<file path="src/rtl/cec_tx_pkg.sv">
// Package: register addresses, field positions and the sequencer state type
// shared by the transmit stager and its sub-blocks.
package cec_tx_pkg;
    localparam int A_CTRL  = 0;    // flush(7) | retry field(6:4) | busy(0)
    localparam int A_INIT  = 1;    // sender address, bits 3:0
    localparam int A_DEST  = 2;    // receiver address 3:0, bit 7 launches a poll
    localparam int A_OPC   = 3;    // opcode byte
    localparam int A_XMIT  = 4;    // operand count 3:0, bit 4 launches
    localparam int A_STAT0 = 5;    // bit 5 done
    localparam int A_STAT1 = 6;    // bit 1 retries exhausted
    localparam int A_EN0   = 7;
    localparam int A_EN1   = 8;

    localparam int DONE_BIT  = 5;
    localparam int FAIL_BIT  = 1;
    localparam int FLUSH_BIT = 7;
    localparam int GO_BIT    = 4;
    localparam int POLL_BIT  = 7;
    localparam int LIM_W     = 3;  // retry field width
    localparam int CNT_W     = 4;  // operand count field width

    typedef enum logic [1:0] {
        ST_IDLE = 2'd0,
        ST_SEND = 2'd1,
        ST_WAIT = 2'd2
    } tx_state_e;
endpackage

</file>
<file path="src/rtl/cec_tx_regfile.sv">
// Register file: holds the address, opcode, count and retry fields and the
// operand store. It runs the self-clearing flush that zeroes one operand slot
// per cycle and decodes the two launch writes.
// Assumes: the opcode and operands are not rewritten while a message is busy.
module cec_tx_regfile
    import cec_tx_pkg::*;
#(
    parameter int NUM_OPS = 14,
    parameter int ADDR_W  = 5,
    parameter int OP_BASE = 16
) (
    input  logic                      clk,
    input  logic                      rst_n,
    input  logic                      wr_en,
    input  logic [ADDR_W-1:0]         wr_addr,
    input  logic [7:0]                wr_data,
    input  logic                      busy,
    input  logic                      fin_valid,
    input  logic [LIM_W-1:0]          fin_attempts,
    output logic [3:0]                init_q,
    output logic [3:0]                dest_q,
    output logic [7:0]                opc_q,
    output logic [CNT_W-1:0]          cnt_q,
    output logic [LIM_W-1:0]          field_q,
    output logic [NUM_OPS-1:0][7:0]   ops_q,
    output logic                      flush_active,
    output logic                      start_full,
    output logic                      start_poll,
    output logic [7:0]                start_hdr,
    output logic [CNT_W-1:0]          start_cnt
);
    localparam int OP_W = (NUM_OPS > 1) ? $clog2(NUM_OPS) : 1;

    logic            wr_ctrl, wr_init, wr_dest, wr_opc, wr_xmit, wr_is_op;
    logic [OP_W-1:0] wr_op_idx;
    logic [OP_W-1:0] fl_cnt;
    logic [CNT_W-1:0] cnt_in;

    // Decode the write address into per-register strobes.
    always_comb begin
        wr_ctrl   = wr_en && (wr_addr == ADDR_W'(A_CTRL));
        wr_init   = wr_en && (wr_addr == ADDR_W'(A_INIT));
        wr_dest   = wr_en && (wr_addr == ADDR_W'(A_DEST));
        wr_opc    = wr_en && (wr_addr == ADDR_W'(A_OPC));
        wr_xmit   = wr_en && (wr_addr == ADDR_W'(A_XMIT));
        wr_is_op  = wr_en && (int'(wr_addr) >= OP_BASE) && (int'(wr_addr) < OP_BASE + NUM_OPS);
        wr_op_idx = OP_W'(int'(wr_addr) - OP_BASE);
    end

    // Clamp the requested operand count to the store depth.
    always_comb begin
        if (wr_data[CNT_W-1:0] > CNT_W'(NUM_OPS)) cnt_in = CNT_W'(NUM_OPS);
        else                                      cnt_in = wr_data[CNT_W-1:0];
    end

    // Launch requests, refused while busy or flushing.
    always_comb begin
        start_full = wr_xmit && wr_data[GO_BIT]   && !busy && !flush_active;
        start_poll = wr_dest && wr_data[POLL_BIT] && !busy && !flush_active;
        start_hdr  = {init_q, start_poll ? wr_data[3:0] : dest_q};
        start_cnt  = cnt_in;
    end

    // Plain configuration registers.
    always_ff @(posedge clk) begin
        if (!rst_n) begin
            init_q <= '0;
            dest_q <= '0;
            opc_q  <= '0;
            cnt_q  <= '0;
        end else begin
            if (wr_init) init_q <= wr_data[3:0];
            if (wr_dest) dest_q <= wr_data[3:0];
            if (wr_opc)  opc_q  <= wr_data;
            if (wr_xmit) cnt_q  <= cnt_in;
        end
    end

    // Retry field: end-of-message report takes priority over a software write.
    always_ff @(posedge clk) begin
        if (!rst_n)         field_q <= '0;
        else if (fin_valid) field_q <= fin_attempts;
        else if (wr_ctrl)   field_q <= wr_data[6:4];
    end

    // Flush walker: one operand slot per cycle, then self-clear.
    always_ff @(posedge clk) begin
        if (!rst_n) begin
            flush_active <= 1'b0;
            fl_cnt       <= '0;
        end else if (flush_active) begin
            if (fl_cnt == OP_W'(NUM_OPS - 1)) begin
                flush_active <= 1'b0;
                fl_cnt       <= '0;
            end else begin
                fl_cnt <= fl_cnt + 1'b1;
            end
        end else if (wr_ctrl && wr_data[FLUSH_BIT]) begin
            flush_active <= 1'b1;
        end
    end

    for (genvar s = 0; s < NUM_OPS; s++) begin : g_slot
        logic [7:0] val_q;
        // One operand slot: cleared by the walker, else written by software.
        always_ff @(posedge clk) begin
            if (!rst_n)                                   val_q <= '0;
            else if (flush_active && fl_cnt == OP_W'(s))  val_q <= '0;
            else if (!flush_active && wr_is_op && wr_op_idx == OP_W'(s)) val_q <= wr_data;
        end
        assign ops_q[s] = val_q;
    end


    flush_clears_ops_chk: assert property (@(posedge clk) disable iff (!rst_n)
        $fell(flush_active) |-> (ops_q == '0));

    field_report_chk: assert property (@(posedge clk) disable iff (!rst_n)
        fin_valid |=> (field_q == $past(fin_attempts)));
endmodule

</file>
<file path="src/rtl/cec_tx_framer.sv">
// Framer: walks header, opcode and operands out over valid/ready, waits for
// the per-attempt result, replays on a negative result until the latched
// budget is spent, and abandons the message on abort.
// Assumes: the line engine returns exactly one result after the last byte.
module cec_tx_framer
    import cec_tx_pkg::*;
#(
    parameter int NUM_OPS = 14
) (
    input  logic                      clk,
    input  logic                      rst_n,
    input  logic                      start_full,
    input  logic                      start_poll,
    input  logic [7:0]                start_hdr,
    input  logic [CNT_W-1:0]          start_cnt,
    input  logic [LIM_W-1:0]          start_lim,
    input  logic [7:0]                opcode,
    input  logic [NUM_OPS-1:0][7:0]   ops,
    input  logic                      abort,
    output logic                      tx_valid,
    output logic [7:0]                tx_data,
    output logic                      tx_last,
    input  logic                      tx_ready,
    input  logic                      res_valid,
    input  logic                      res_ack,
    output logic                      busy,
    output logic                      fin_ok,
    output logic                      fin_fail,
    output logic [LIM_W-1:0]          fin_attempts
);
    localparam int IDX_W = $clog2(NUM_OPS + 2);
    localparam int OP_W  = (NUM_OPS > 1) ? $clog2(NUM_OPS) : 1;

    tx_state_e        state;
    logic [IDX_W-1:0] idx, last_idx;
    logic [7:0]       hdr_l;
    logic [LIM_W-1:0] lim_l, att;
    logic [OP_W-1:0]  op_sel;
    logic             res_take;

    // Sequencer: launch, byte walk, result wait, replay or finish.
    always_ff @(posedge clk) begin
        if (!rst_n) begin
            state    <= ST_IDLE;
            idx      <= '0;
            last_idx <= '0;
            hdr_l    <= '0;
            lim_l    <= '0;
            att      <= '0;
        end else begin
            case (state)
                ST_IDLE: if (start_full || start_poll) begin
                    state    <= ST_SEND;
                    idx      <= '0;
                    hdr_l    <= start_hdr;
                    last_idx <= start_poll ? '0 : IDX_W'(start_cnt) + IDX_W'(1);
                    lim_l    <= start_lim;
                    att      <= '0;
                end
                ST_SEND: if (abort) begin
                    state <= ST_IDLE;
                end else if (tx_ready) begin
                    if (idx == last_idx) state <= ST_WAIT;
                    else                 idx   <= idx + 1'b1;
                end
                ST_WAIT: if (abort) begin
                    state <= ST_IDLE;
                end else if (res_valid) begin
                    if (res_ack || att == lim_l) begin
                        state <= ST_IDLE;
                    end else begin
                        att   <= att + 1'b1;
                        idx   <= '0;
                        state <= ST_SEND;
                    end
                end
                default: state <= ST_IDLE;
            endcase
        end
    end

    // Byte selection for the current position in the message.
    always_comb begin
        op_sel = OP_W'(idx - IDX_W'(2));
        if (idx == '0)            tx_data = hdr_l;
        else if (idx == IDX_W'(1)) tx_data = opcode;
        else                      tx_data = ops[op_sel];
        tx_valid = (state == ST_SEND);
        tx_last  = (idx == last_idx);
        busy     = (state != ST_IDLE);
    end

    // End-of-message reports to the status and retry-field logic.
    always_comb begin
        res_take     = (state == ST_WAIT) && !abort && res_valid;
        fin_ok       = res_take && res_ack;
        fin_fail     = res_take && !res_ack && (att == lim_l);
        fin_attempts = att;
    end


    byte_hold_chk: assert property (@(posedge clk) disable iff (!rst_n)
        (tx_valid && !tx_ready && !abort) |=> (tx_valid && $stable(tx_data)));

    last_ends_walk_chk: assert property (@(posedge clk) disable iff (!rst_n)
        (tx_valid && tx_ready && tx_last) |=> !tx_valid);

    attempt_bound_chk: assert property (@(posedge clk) disable iff (!rst_n)
        busy |-> (att <= lim_l));

    poll_single_chk: assert property (@(posedge clk) disable iff (!rst_n)
        (tx_valid && last_idx == '0) |-> tx_last);
endmodule

</file>
<file path="src/rtl/cec_tx_intr.sv">
// Status and interrupt: sticky done and exhausted flags with write-1-to-clear,
// their enable registers, and the combined interrupt line.
// Assumes: a set and a clear in the same cycle resolve to set.
module cec_tx_intr
    import cec_tx_pkg::*;
#(
    parameter int ADDR_W = 5
) (
    input  logic              clk,
    input  logic              rst_n,
    input  logic              wr_en,
    input  logic [ADDR_W-1:0] wr_addr,
    input  logic [7:0]        wr_data,
    input  logic              fin_ok,
    input  logic              fin_fail,
    output logic              done_q,
    output logic              fail_q,
    output logic [7:0]        en0_q,
    output logic [7:0]        en1_q,
    output logic              irq
);
    logic clr_done, clr_fail;

    // Write-1-to-clear decode.
    always_comb begin
        clr_done = wr_en && (wr_addr == ADDR_W'(A_STAT0)) && wr_data[DONE_BIT];
        clr_fail = wr_en && (wr_addr == ADDR_W'(A_STAT1)) && wr_data[FAIL_BIT];
    end

    // Sticky flags, set wins over clear.
    always_ff @(posedge clk) begin
        if (!rst_n) begin
            done_q <= 1'b0;
            fail_q <= 1'b0;
        end else begin
            done_q <= fin_ok   || (done_q && !clr_done);
            fail_q <= fin_fail || (fail_q && !clr_fail);
        end
    end

    // Enable registers.
    always_ff @(posedge clk) begin
        if (!rst_n) begin
            en0_q <= '0;
            en1_q <= '0;
        end else if (wr_en) begin
            if (wr_addr == ADDR_W'(A_EN0)) en0_q <= wr_data;
            if (wr_addr == ADDR_W'(A_EN1)) en1_q <= wr_data;
        end
    end

    // Interrupt line from enabled flags.
    assign irq = (done_q && en0_q[DONE_BIT]) || (fail_q && en1_q[FAIL_BIT]);


    done_sets_chk: assert property (@(posedge clk) disable iff (!rst_n)
        fin_ok |=> done_q);

    fail_sets_chk: assert property (@(posedge clk) disable iff (!rst_n)
        fin_fail |=> fail_q);
endmodule

</file>
<file path="src/rtl/cec_tx_stager.sv">
// Top: CEC transmit message buffer controller. Joins the register file, the
// framer and the status block, and provides the combinational read port.
// Assumes: one register write per cycle; reads have no side effects.
module cec_tx_stager
    import cec_tx_pkg::*;
#(
    parameter int NUM_OPS = 14,
    parameter int ADDR_W  = 5,
    parameter int OP_BASE = 16
) (
    input  logic              clk,
    input  logic              rst_n,
    input  logic              wr_en,
    input  logic [ADDR_W-1:0] wr_addr,
    input  logic [7:0]        wr_data,
    input  logic [ADDR_W-1:0] rd_addr,
    output logic [7:0]        rd_data,
    output logic              tx_valid,
    output logic [7:0]        tx_data,
    output logic              tx_last,
    input  logic              tx_ready,
    input  logic              res_valid,
    input  logic              res_ack,
    output logic              irq
);
    localparam int OP_W = (NUM_OPS > 1) ? $clog2(NUM_OPS) : 1;

    logic [3:0]              init_q, dest_q;
    logic [7:0]              opc_q, en0_q, en1_q, start_hdr;
    logic [CNT_W-1:0]        cnt_q, start_cnt;
    logic [LIM_W-1:0]        field_q, fin_attempts;
    logic [NUM_OPS-1:0][7:0] ops_q;
    logic                    flush_active, start_full, start_poll;
    logic                    busy, fin_ok, fin_fail, done_q, fail_q;
    logic [OP_W-1:0]         rd_op_idx;

    cec_tx_regfile #(.NUM_OPS(NUM_OPS), .ADDR_W(ADDR_W), .OP_BASE(OP_BASE)) u_regs (
        .clk(clk), .rst_n(rst_n), .wr_en(wr_en), .wr_addr(wr_addr), .wr_data(wr_data),
        .busy(busy), .fin_valid(fin_ok || fin_fail), .fin_attempts(fin_attempts),
        .init_q(init_q), .dest_q(dest_q), .opc_q(opc_q), .cnt_q(cnt_q),
        .field_q(field_q), .ops_q(ops_q), .flush_active(flush_active),
        .start_full(start_full), .start_poll(start_poll),
        .start_hdr(start_hdr), .start_cnt(start_cnt)
    );

    cec_tx_framer #(.NUM_OPS(NUM_OPS)) u_framer (
        .clk(clk), .rst_n(rst_n), .start_full(start_full), .start_poll(start_poll),
        .start_hdr(start_hdr), .start_cnt(start_cnt), .start_lim(field_q),
        .opcode(opc_q), .ops(ops_q), .abort(flush_active),
        .tx_valid(tx_valid), .tx_data(tx_data), .tx_last(tx_last), .tx_ready(tx_ready),
        .res_valid(res_valid), .res_ack(res_ack), .busy(busy),
        .fin_ok(fin_ok), .fin_fail(fin_fail), .fin_attempts(fin_attempts)
    );

    cec_tx_intr #(.ADDR_W(ADDR_W)) u_intr (
        .clk(clk), .rst_n(rst_n), .wr_en(wr_en), .wr_addr(wr_addr), .wr_data(wr_data),
        .fin_ok(fin_ok), .fin_fail(fin_fail), .done_q(done_q), .fail_q(fail_q),
        .en0_q(en0_q), .en1_q(en1_q), .irq(irq)
    );

    // Read port: register select by address.
    always_comb begin
        rd_op_idx = OP_W'(int'(rd_addr) - OP_BASE);
        rd_data   = '0;
        if ((int'(rd_addr) >= OP_BASE) && (int'(rd_addr) < OP_BASE + NUM_OPS)) begin
            rd_data = ops_q[rd_op_idx];
        end else begin
            case (int'(rd_addr))
                A_CTRL:  rd_data = {flush_active, field_q, 3'b000, busy};
                A_INIT:  rd_data = {4'h0, init_q};
                A_DEST:  rd_data = {4'h0, dest_q};
                A_OPC:   rd_data = opc_q;
                A_XMIT:  rd_data = 8'(cnt_q);
                A_STAT0: rd_data = 8'(done_q) << DONE_BIT;
                A_STAT1: rd_data = 8'(fail_q) << FAIL_BIT;
                A_EN0:   rd_data = en0_q;
                A_EN1:   rd_data = en1_q;
                default: rd_data = '0;
            endcase
        end
    end


    busy_flush_excl_chk: assert property (@(posedge clk) disable iff (!rst_n)
        $rose(flush_active) |=> !busy);
endmodule

</file>
<file path="config.mk">
export PLATFORM = sky130hd
export DESIGN_NAME = cec_tx_stager
export DESIGN_NICKNAME = d
export VERILOG_FILES = /design/src/rtl/cec_tx_pkg.sv /design/src/rtl/cec_tx_regfile.sv /design/src/rtl/cec_tx_framer.sv /design/src/rtl/cec_tx_intr.sv /design/src/rtl/cec_tx_stager.sv
export SDC_FILE = /design/constraint.sdc
export NUM_CORES = 1
export LEC_CHECK = 0
export CAP_MARGIN = 20
export CORE_MARGIN = 1.5
export CORE_UTILIZATION = 50
export CTS_CLUSTER_DIAMETER = 80
export CTS_CLUSTER_SIZE = 10
export DETAILED_ROUTE_END_ITERATION = 8
export GPL_ROUTABILITY_DRIVEN = 0
export PLACE_DENSITY = 0.66
export SLEW_MARGIN = 20
export SYNTH_ARGS = -nofsm -noshare
export SYNTH_HDL_FRONTEND = slang
export SYNTH_SLANG_ARGS = --single-unit
</file>
<file path="constraint.sdc">
create_clock -name clk -period 3.8 [get_ports clk]
set_input_delay 0.76 -clock clk [delete_from_list [all_inputs] [get_ports clk]]
set_output_delay 0.76 -clock clk [all_outputs]
set_load 0.05 [all_outputs]
</file>
==> flow_summary.toml <==
[route]
post_drt_wl_per_cell_um = 22.5
drc = 0
first_pass_iters = 5
vias = 8602
wirelength_mm = 31.0
drt_iter0_drc = 1102
ant_nets = 0
vias_per_cell = 6.24

[timing]
fmax_mhz = 271
rsz0062_at_grt = "no"
fin_tns_setup_ns = 0
slew_headroom_pct = 30.7
finClkSkew_ns = 0.00762
hold_viol_final = 0
drv_slew = 0
min_period_over_period_pct = 97.2
setup_violations = 0
worstMarginPinSlew_ns = 1.03
finalCriticalPeriod_ns = 3.69

[synth]
synth_seq_cells = 182
yosysTopAreaCellShare_pct = 37.3
synth_cell_types = 66
yosysTopAreaCell = "dfxtp_1"
synthArstFlopShare_pct = 0
yosysSeqAreaShare_pct = 37.3
syn_area_mm2 = 0.00977
synth_area_leaders = "dfxtp_1 37%, mux2i_1 15%, mux4_2 8.8%, nor2_1 6.8%, nand2_1 4.0%"
avgSynthCellArea_um2 = 9.02
synth-edff-count = 0
syn-num-nets = 1115
synth.most_common_cell = "dfxtp_1"
yosysWarnings = 0
syn_inst = 1084
synthFlopType = "dfxtp_1"
synth_commonest_cells = "182 x dfxtp_1, 176 x nor2_1, 144 x mux2i_1"

[setup_path]
cp-end-kind = "primary output"
critical_path_peak_fanout = 18
critPathLaunchType = "register"
cp.buffers_inverters = 2
worstPathCellList = "clkinv_1, ha_1, nor2_1, a22oi_1, a211oi_1, buf_12"
cp.required_ns = 3.04
critPathMaxStageDelay_ns = 0.57
path_delay_family = "compound AO/OA/AOI/OAI gates"
crit_type = "register to primary output"
worstPathArrival_ns = 2.93
critPathSlowestCell = "a211oi_1"

[finish]
nNetsFinal = 1137
nFillCells = 1655
final_area_mm2 = 0.0113
drive_gt1_share_pct = 15.1
diodes = 0
syn_to_final_growth_pct = 15.6

[flow_run]
drv_cap = 0

[power_and_ir_drop]
power.leakage_nw = 4.06
internal_power_mw = 3.03
power_frac_seq_pct = 47.2
p_switching_mw = 1.06
vdd_drop_max_uv = 374
combPwrFrac_pct = 7.8
powerDensity_mw_per_mm2 = 362
clock_power_share_pct = 45.0
switching_share_pct = 26.0

[global_route]
overflow = 0
first_global_vias = 7857
grt_max_degree = 53
grt_pass1_wl_mm = 46.9
gr-usage-all-layers_pct = 31.2
grt_antenna_before_repair = 0

[clock_tree]
clkTransAtPathRegs_ns = 0.07
cts_tree = "yes"
cts-buffers-inserted = 17
clk_latency_ns = 0.43
htreeDepth = 4
clock_path_buffers = 2
clockRootBuffer = "clkbuf_16"
cts.sinks = 182

[floorplanning]
start_util_pct = 51.6
dieHeight_um = 143
row_count = 50
dieArea_mm2 = 0.0204
core_mm2 = 0.0190
fp.dieW_um = 143
ios = 43

[placed_design]
portBuffers = 42
placed_area_mm2 = 0.0107
dp_hpwl_mm = 22.5

[run_status]
outcome = "complete, no violations"

[min_path]
hold_path_class = "register to register"
per-layer routing:
layer	wire (µm)	part of all wire [%]	global-route usage, %	vias to the layer above
met4	1490	4.8	15.1	0
met5	0	0	0	-
li1	-	-	-	3912
met2	14000	45	48.9	425
met3	2630	8.5	7.55	105
met1	12900	42	40.5	4160
kinds of logic after synthesis:
group	share of synthesized area, %
xor+xnor	1.08
fa+ha+maj	0.896
buf+inv	4.14
flops	37.3
compound gates	11.3
simple gates	19.9
mux	25.3
layout make-up:
type                       instances  area (µm²)  share of cell area (%)
sequential                       182        3640                    32.3
clock inverter                    15         193                    1.71
timing repair buffer              84         911                    8.06
inverter                          11        41.3                   0.365
multi-input combinational        810        5760                    51.0
clock buffer                      17         425                    3.76
tap                              260         325                    2.88
layout by cell type, fill, tap and decap left out, types with 18 or more instances in the layout:
cell type / instances
dfxtp_1: 181
nor2_1: 175
mux2i_1: 144
nand2_1: 105
nand3_1: 55
a21oi_1: 50
buf_4: 40
mux4_2: 38
o21ai_0: 34
clkdlybuf4s50_1: 24
nor2b_1: 19
buf_12: 18
power by group through the flow:
stage / clock, mW / combinational (mW) / sequential, mW
final: 1.84 / 0.320 / 1.93
after CTS: 1.87 / 0.314 / 1.93
after floorplan: 0 / 0.185 / 1.97
after global placement: 0 / 0.313 / 1.98
after global routing: 1.95 / 0.336 / 1.93
after detailed placement: 0 / 0.313 / 1.98
metrics by stage:
stage | power (mW) | utilization, % | instances | setup slack (ns) | hold slack, ns
2_1_floorplan | 2.15 | - | 1084 | 0.130 | 0.432
3_3_place_gp | 2.29 | 56.3 | 1347 | 0.126 | 0.449
3_5_place_dp | 2.29 | 56.3 | 1347 | 0.0844 | 0.458
4_1_cts | 4.11 | 59.5 | 1379 | 0.0750 | 0.467
5_1_grt | 4.22 | 59.6 | 1379 | 0.00445 | 0.497
6_report | 4.09 | 59.6 | 1379 | 0.108 | 0.471
state kept, by name, summed over array words and instances, names as in the netlist:
register and count:
u_regs.field_q 3, u_framer.lim_l 3, u_regs.g_slot.val_q 112, u_framer.idx 4, u_regs.fl_cnt 4, u_framer.hdr_l 8, u_intr.en1_q 8, u_regs.opc_q 8
u_regs.flush_active 1, u_intr.done_q 1, u_framer.state 2, u_framer.last_idx 4, u_regs.dest_q 4, u_framer.fin_attempts 3, u_regs.cnt_q 4, u_regs.init_q 4
u_intr.en0_q 8, u_intr.fail_q 1
final timing paths:
check,start,end,slack (ns),depth (start not counted)
hold / removal,u_regs.cnt_q[1],u_regs.cnt_q[1],0.47,2
setup reg to reg,u_regs.flush_active,u_regs.g_slot[7].val_q[0],1.32,5
setup / recovery,u_framer.idx[2],tx_data[1],0.11,6
hold reg to reg,u_regs.cnt_q[1],u_regs.cnt_q[1],0.47,2
worst register-to-register path: stages, from the launching register on:
cell and delay [ns]:
dfxtp_1 0.54, nand3b_1 0.30, nor3b_2 0.57, nand3_1 0.59
mux2i_1 0.31, nor2_1 0.05
repair_timing:
action | in CTS | in global routing
resized for setup | 0 | 2
buffers inserted | 0 | 0
hold buffers | 0 | 0
endpoints found under the setup margin | 0 | 4
Power figures use the tool's default switching activity.
